File: src/rtl/pcg_pkg.sv
`timescale 1ns/1ps
package pcg_pkg;
  localparam int unsigned REG_W  = 16;
  localparam int unsigned ADDR_W = 2;

  localparam logic [ADDR_W-1:0] ADDR_PWR = 2'd0;
  localparam logic [ADDR_W-1:0] ADDR_PLL = 2'd1;
  localparam logic [ADDR_W-1:0] ADDR_SBY = 2'd2;

  localparam int unsigned NOCK_BIT   = 15;
  localparam int unsigned PLLEN_BIT  = 15;
  localparam int unsigned PLLSEL_BIT = 14;
  localparam int unsigned SBY_BIT    = 15;

  typedef enum logic [1:0] {
    MODE_RUN      = 2'b00,
    MODE_STOP     = 2'b01,
    MODE_SBY      = 2'b10,
    MODE_SBY_STOP = 2'b11
  } mode_e;
endpackage

File: src/rtl/pcg_sync.sv
`timescale 1ns/1ps
module pcg_sync #(
  parameter int unsigned STAGES  = 2,
  parameter logic        RST_VAL = 1'b1
) (
  input  logic clk_i,
  input  logic rst_ni,
  input  logic d_i,
  output logic q_o
);
  logic [STAGES-1:0] chain_q;

  for (genvar s = 0; s < STAGES; s++) begin : g_stage
    if (s == 0) begin : g_first
      always_ff @(posedge clk_i or negedge rst_ni) begin
        if (!rst_ni) chain_q[s] <= RST_VAL;
        else         chain_q[s] <= d_i;
      end
    end else begin : g_next
      always_ff @(posedge clk_i or negedge rst_ni) begin
        if (!rst_ni) chain_q[s] <= RST_VAL;
        else         chain_q[s] <= chain_q[s-1];
      end
    end
  end

  assign q_o = chain_q[STAGES-1];
endmodule

File: src/rtl/pcg_regs.sv
`timescale 1ns/1ps
module pcg_regs
  import pcg_pkg::*;
#(
  parameter int unsigned PERIPH_W = 8
) (
  input  logic              clk_i,
  input  logic              rst_ni,
  input  logic              wr_en_i,
  input  logic [ADDR_W-1:0] wr_addr_i,
  input  logic [REG_W-1:0]  wr_data_i,
  output logic              nock_o,
  output logic [PERIPH_W-1:0] periph_en_o,
  output logic              pll_en_o,
  output logic              pll_sel_o,
  output logic              sby_req_o,
  output logic              wr_err_o
);
  logic                nock_q;
  logic [PERIPH_W-1:0] poff_q;
  logic                pll_en_q, pll_sel_q, err_q;
  logic                wr_pwr, wr_pll, pll_bad;
  logic                unused_bits;

  assign wr_pwr  = wr_en_i && (wr_addr_i == ADDR_PWR);
  assign wr_pll  = wr_en_i && (wr_addr_i == ADDR_PLL);
  // unpowering the PLL while it is (or would become) the clock source
  assign pll_bad = !wr_data_i[PLLEN_BIT] && (wr_data_i[PLLSEL_BIT] || pll_sel_q);

  always_ff @(posedge clk_i or negedge rst_ni) begin
    if (!rst_ni) begin
      nock_q <= 1'b0;
      poff_q <= '0;
    end else if (wr_pwr) begin
      nock_q <= wr_data_i[NOCK_BIT];
      poff_q <= wr_data_i[PERIPH_W-1:0];
    end
  end

  always_ff @(posedge clk_i or negedge rst_ni) begin
    if (!rst_ni) begin
      pll_en_q  <= 1'b0;
      pll_sel_q <= 1'b0;
      err_q     <= 1'b0;
    end else begin
      err_q <= wr_pll && pll_bad;
      if (wr_pll && !pll_bad) begin
        pll_en_q  <= wr_data_i[PLLEN_BIT];
        pll_sel_q <= wr_data_i[PLLSEL_BIT];
      end
    end
  end

  assign unused_bits = ^wr_data_i;
  assign sby_req_o   = wr_en_i && (wr_addr_i == ADDR_SBY) && wr_data_i[SBY_BIT];
  assign nock_o      = nock_q;
  assign periph_en_o = ~poff_q;
  assign pll_en_o    = pll_en_q;
  assign pll_sel_o   = pll_sel_q;
  assign wr_err_o    = err_q;
endmodule

File: src/rtl/pcg_mode.sv
`timescale 1ns/1ps
module pcg_mode
  import pcg_pkg::*;
#(
  parameter int unsigned IRQ_W = 8
) (
  input  logic             clk_i,
  input  logic             rst_ni,
  input  logic             nock_i,
  input  logic             stop_s_i,
  input  logic             sby_req_i,
  input  logic [IRQ_W-1:0] irq_pend_i,
  input  logic [IRQ_W-1:0] irq_mask_i,
  output logic             gated_o,
  output logic             sby_o,
  output mode_e            mode_o
);
  logic gated_q, sby_q, wake;

  // runs on the reference clock, so it keeps working while the core is gated
  assign wake = |(irq_pend_i & irq_mask_i);

  always_ff @(posedge clk_i or negedge rst_ni) begin
    if (!rst_ni) gated_q <= 1'b0;
    else         gated_q <= nock_i || !stop_s_i;
  end

  always_ff @(posedge clk_i or negedge rst_ni) begin
    if (!rst_ni)                                  sby_q <= 1'b0;
    else if (sby_q && wake)                       sby_q <= 1'b0;
    else if (!sby_q && sby_req_i && !gated_q && !wake) sby_q <= 1'b1;
  end

  assign gated_o = gated_q;
  assign sby_o   = sby_q;
  assign mode_o  = mode_e'({sby_q, gated_q});
endmodule

File: src/rtl/pcg_clk_gate.sv
`timescale 1ns/1ps
module pcg_clk_gate (
  input  logic clk_i,
  input  logic rst_ni,
  input  logic hold_i,
  output logic en_o
);
  // updated on the falling edge: the enable is stable through every high phase
  always_ff @(negedge clk_i or negedge rst_ni) begin
    if (!rst_ni) en_o <= 1'b1;
    else         en_o <= !hold_i;
  end
endmodule

File: src/rtl/pwr_clk_ctrl.sv
`timescale 1ns/1ps
module pwr_clk_ctrl
  import pcg_pkg::*;
#(
  parameter int unsigned IRQ_W      = 8,
  parameter int unsigned PERIPH_W   = 8,
  parameter int unsigned SYNC_STAGES = 2
) (
  input  logic                clk_i,
  input  logic                rst_ni,
  input  logic                wr_en_i,
  input  logic [1:0]          wr_addr_i,
  input  logic [15:0]         wr_data_i,
  input  logic                stop_ni,
  input  logic [IRQ_W-1:0]    irq_pend_i,
  input  logic [IRQ_W-1:0]    irq_mask_i,
  output logic                core_clk_en_o,
  output logic                standby_o,
  output logic [1:0]          mode_o,
  output logic                pll_en_o,
  output logic                pll_sel_o,
  output logic [PERIPH_W-1:0] periph_en_o,
  output logic                wr_err_o
);
  logic  stop_s, nock, sby_req, gated, sby;
  mode_e mode;

  pcg_sync #(.STAGES(SYNC_STAGES), .RST_VAL(1'b1)) u_sync (
    .clk_i(clk_i), .rst_ni(rst_ni), .d_i(stop_ni), .q_o(stop_s)
  );

  pcg_regs #(.PERIPH_W(PERIPH_W)) u_regs (
    .clk_i(clk_i), .rst_ni(rst_ni),
    .wr_en_i(wr_en_i), .wr_addr_i(wr_addr_i), .wr_data_i(wr_data_i),
    .nock_o(nock), .periph_en_o(periph_en_o),
    .pll_en_o(pll_en_o), .pll_sel_o(pll_sel_o),
    .sby_req_o(sby_req), .wr_err_o(wr_err_o)
  );

  pcg_mode #(.IRQ_W(IRQ_W)) u_mode (
    .clk_i(clk_i), .rst_ni(rst_ni),
    .nock_i(nock), .stop_s_i(stop_s), .sby_req_i(sby_req),
    .irq_pend_i(irq_pend_i), .irq_mask_i(irq_mask_i),
    .gated_o(gated), .sby_o(sby), .mode_o(mode)
  );

  pcg_clk_gate u_gate (
    .clk_i(clk_i), .rst_ni(rst_ni), .hold_i(gated || sby), .en_o(core_clk_en_o)
  );

  assign standby_o = sby;
  assign mode_o    = mode;
endmodule

File: config.mk
export PLATFORM = sky130hd
export DESIGN_NAME = pwr_clk_ctrl
export DESIGN_NICKNAME = d
export VERILOG_FILES = /design/src/rtl/pcg_pkg.sv /design/src/rtl/pcg_sync.sv /design/src/rtl/pcg_regs.sv /design/src/rtl/pcg_mode.sv /design/src/rtl/pcg_clk_gate.sv /design/src/rtl/pwr_clk_ctrl.sv
export SDC_FILE = /design/constraint.sdc
export NUM_CORES = 1
export LEC_CHECK = 0
export BUFFER_PORTS_ARGS = -buffer_cell sky130_fd_sc_hd__buf_2
export CAP_MARGIN = 30
export CORE_AREA = 2 2 46 48
export CTS_CLUSTER_DIAMETER = 120
export DETAILED_ROUTE_END_ITERATION = 8
export DIE_AREA = 0 0 48 50
export GPL_TIMING_DRIVEN = 0
export PLACE_DENSITY = 0.76
export SLEW_MARGIN = 20
export SYNTH_ARGS = -nofsm -noshare
export SYNTH_HDL_FRONTEND = slang
export SYNTH_SLANG_ARGS = --single-unit
File: constraint.sdc
create_clock -name clk_i -period 1.8 [get_ports clk_i]
set_clock_uncertainty 0.05 [all_clocks]
set_input_delay 0.45 -clock clk_i [delete_from_list [all_inputs] [get_ports clk_i]]
set_output_delay 0.45 -clock clk_i [all_outputs]
set_load 0.03 [all_outputs]
==> Word-level counts from Yosys, hierarchy flattened <==
Cells that the tools add are included.
{ "op_classes": {"eq_ne": 2, "muxes": 2, "n_bitwise": 2, "n_reduce_logical": 24} }
{ "op_table": {"columns": ["cell", "n"], "rows": [
  ["logical AND 1 bit", 11],
  ["AND 8 bit", 1],
  ["NOT 8 bit", 1],
  ["OR reduction 8 bit", 1],
  ["logical NOT 1 bit", 7],
  ["logical OR 1 bit", 3],
  ["equality test 2 x 1 -> 1 bit (second input constant)", 1],
  ["equality test 2 bit (second input constant)", 1],
  ["logical NOT 2 bit", 1],
  ["2-to-1 mux 1 bit", 2],
  ["nonzero test 2 bit", 1]
]} }
{ "totals": {"reg_bits": 17, "output_inout_bits": 15, "elab_cells": 40} }

==> Longest topological paths before layout <==
{ "depth": {"ltp_word": 8, "ltp_mapped": 4, "mapped_depth_nobuf": 3} }

==> Modules after synthesis <==
A second synthesis with hierarchy kept.
{ "hier_totals": {"hier_cells": 66, "hier_area_um2": 728.2} }
{ "modules_own_cells": {"columns": ["module", "instances", "cells_per_inst", "area_each_um2"], "rows": [
  ["pcg_regs", 1, 47, 510.5],
  ["pcg_mode", 1, 13, 125.1],
  ["pcg_sync", 1, 2, 52.6],
  ["pcg_clk_gate", 1, 3, 33.8],
  ["pwr_clk_ctrl", 1, 1, 6.3]
]} }

==> impl_summary.md <==
STA
The final hold violation count is 0. After layout, the worst setup slack is -0.575 ns. Setup repair after global routing could not meet its margin everywhere. Setup violations remaining at the end of the flow were counted as 1. The worst pin sits at a relative slew slack of 0.741.

The slew at the pin closest to its max-slew limit is approximately 0.4 ns. The max-slew violation count was 0.

Routing
The count of nets left with antenna violations once routing finished came out at 0. The routed via count is 625. The first TritonRoute pass finished after 4 iterations. For this block, wires on met1 add up to 586 um. In the routed design, unresolved DRC markers number 0. The detailed-routed wire length on met2 is 910 um.

Dividing the detail-routed wire length by the instance count gives 11.0 um. The detailed router finished its first iteration with 6 violations. The total length of routed met3 wires is 27 um. The uppermost layer routed is met4.

The routed wire length is 1.56 mm. Using the TritonRoute via totals, the vias-per-cell ratio works out to between 4 and 5.

Global route
The number of antenna violations at the first check in global routing is 0. The number of global-route vias before repair is 608. The global-route total usage across every layer is 0.146. Entering global routing, the biggest net connects 18 pins.

The overall overflow remaining after global route is 0. The first global-routing pass estimated 2.46 mm of wire.

Layout
The repair_antennas step left the layout with diodes totalling 0. The layout overhead on the synthesized area is 41.4%. In the final layout, the share of cells above drive strength 1 is 0.535.

The final layout contains 153 nets. The final core utilization is 0.532. The layout filler cell count is around 180.

Clock network
Once the clock tree was built, the resizer swapped 2 gates to a different size. Counting the buffers created by CTS gives 3. The clock-pin transition on the worst setup and hold timing paths is 0.10 ns.

The clock insertion delay at the later pin of the skew report is 0.28 ns. CTS built an H-tree with a depth of 1. The count of clock tree sinks is 17.

The post-CTS setup-driven buffer insertion count is 0. The post-cts hold buffer count is 0. The root cell of the clock tree is clkbuf_4. No sink is reached through more buffers than the 2 on the longest clock path. The clock tree from TritonCTS is yes.

Critical path
At the worst endpoint, the required time is 1.30 ns. Traced cell by cell, the critical path runs through buf_6. The worst-path maximum fanout is 1. The critical path starts at u_gate.en_o. Together, buffers and inverters on the worst path number 1. In this run the critical register-to-register path is launched from u_mode.sby_o. The dominant delay contributor by cell family on the critical path is flip-flops. The kind of launch point of the worst setup path is a flip-flop.

The cell at the slowest stage of the critical path is dfstp_2. Data arrives at the worst endpoint at 1.88 ns. The worst setup path category is reg2out. In this run the register-to-register setup slack is roughly 0.32 ns.

The worst setup path is captured at a primary output. In this design, the stage delay of the slowest critical-path cell is ~0.52 ns.

Synthesis
The number of nets handed over by synthesis was 102. For this run, the number of Yosys warnings is 0. The area of the mapped netlist is 716 um^2.

The XOR/XNOR share of the synthesized area is 0. The synthesized design spends more area on one cell type than any other, namely dfrtp_1. By area, the combinational part of the netlist is dominated by simple AND/OR/NAND/NOR gates. The adder and majority cell fraction of the synthesized area is 0. The number of different library cells used by synthesis comes to 21. The portion of synthesized cell area occupied by the leading cell type is 0.490.

The compound-gate portion of the synthesized area came to 0.126. Dividing the synthesized area by the synthesized cell count gives 11.2 um^2. Synthesis produced a netlist whose cell count is 64. The number of flip-flops and latches in the synthesized netlist is 17. For this run, the register share of the synthesized area comes to 0.600. Sorting the synthesized cells by area gives the leading types as dfrtp_1 49%, dfstp_2 11%, inv_1 4.7%. Of the total synthesized cell area, the portion taken by AND, OR, NAND and NOR gates is 0.154.

Of the post-synthesis cell area, the part taken by muxes is 0.0367.

Power and ir drop
The power density over cell area is 931 nW/um^2. The completed layout was analyzed and its total power is 943 uW. The worst ir drop on vdd is 464 uV. Summed over all cells, the static leakage comes to around 0.53 nW.

Die
The floorplan has 16 rows. Measured along the x axis, the die boundary spans 48 um. The height of the die is 50 um. The region available for standard cell placement spans 1900 um^2.

The number of I/O pins is 53. The full die area is around 2400 um^2. The initial core utilization is 0.376.

Worst hold path
The path type of the worst min-delay path is in2async.

Run status
The flow ran to the end, but the final reports show violations. The checks that failed: setup timing.

Place
The placed wire-length estimate after detailed placement is approximately 1.3 mm. The count of buffers inserted at the top-level ports is 46. The global placer's final weighted congestion is 0.740.

The post-placement setup slack is -0.276 ns.

Flow run
Across the run, the number of max-cap violations was 0.
registers in the layout, summed over array words and instances (netlist names):
register and cells:
u_mode.gated_o 1, u_sync.q_o 1, u_mode.sby_o 1, u_regs.wr_err_o 1, u_sync.chain_q 1, u_regs.pll_en_o 1
u_regs.pll_sel_o 1, u_gate.en_o 1, u_regs.poff_q 8, u_regs.nock_o 1
cells in the final DEF (no fill, tap or decap):
master	n
mux2_2	1
nand3b_1	1
nand4b_1	1
and4bb_2	1
dfrtp_1	14
buf_2	45
buf_4	2
dfstp_2	3
nor2_1	3
a22oi_1	4
nand2b_1	1
buf_6	2
o21ai_0	6
o31ai_1	1
mux2_4	1
clkbuf_4	3
nand2_1	9
inv_1	10
nor3_1	1
nand4_1	1
o21ai_2	2
nor3b_4	1
a21oi_1	1
power by group:
part	switching [mW]	internal (mW)	total (mW)
sequential	0.0197	0.438	0.458
combinational	0.175	0.103	0.278
clock	0.124	0.0831	0.207
cells by family (layout without fill, tap and decap cells):
logic type	Yosys count	after routing
flip-flops	17	17
buffers and inverters	12	62
AO/OA/AOI/OAI	14	14
multiplexers	2	2
AND/OR/NAND/NOR	19	19
metrics by stage:
step | hold slack (ns) | TNS (ns) | cell area (um^2) | cells
detailed placement | 0.297 | -0.276 | 980 | 137
floorplan | 0.104 | -0.188 | 716 | 64
finish | 0.00979 | -0.575 | 1010 | 141
global route | 0.0263 | -0.616 | 1010 | 141
global placement | 0.296 | -0.271 | 980 | 137
CTS | 0.0209 | -0.588 | 1010 | 141
cell usage after synthesis:
library cell and count:
nor2_1 3, o31ai_1 1, dfrtp_1 14, buf_6 1
mux2_2 1, o21ai_0 6, buf_4 2, nand2_1 9
nand4_1 1, nor3_1 1, nor3b_4 1, a21oi_1 1
nand2b_1 1, a22oi_1 4, nand3b_1 1, nand4b_1 1
inv_1 9, mux2_4 1, dfstp_2 3, and4bb_2 1
o21ai_2 2
cell type report:
class | count | area [um^2] | area share
Sequential cell | 17 | 429 | 0.424
Timing Repair Buffer | 46 | 236 | 0.234
Multi-Input combinational cell | 35 | 226 | 0.224
Tap cell | 27 | 33.8 | 0.0334
Inverter | 8 | 30.0 | 0.0297
Buffer | 3 | 26.3 | 0.0260
Clock buffer | 3 | 22.5 | 0.0222
Clock inverter | 2 | 7.51 | 0.00742
metal layers:
metal  global-route usage  up-vias
li1                     -      311
met1                0.163      301
met4               0.0811        0
met2                0.242       11
met5                    0        -
met3               0.0330        2
final timing paths:
kind | end | cells past startpoint
max in group asynchronous | u_gate.en_o | 1
worst min register to register | u_sync.q_o | 0
worst max register to register | u_gate.en_o | 1
min in group clk_i | u_sync.chain_q[0] | 1
worst min-delay path | u_regs.poff_q[4] | 1
worst max-delay path | core_clk_en_o | 1
No activity file was read; power rests on OpenSTA's default activity.
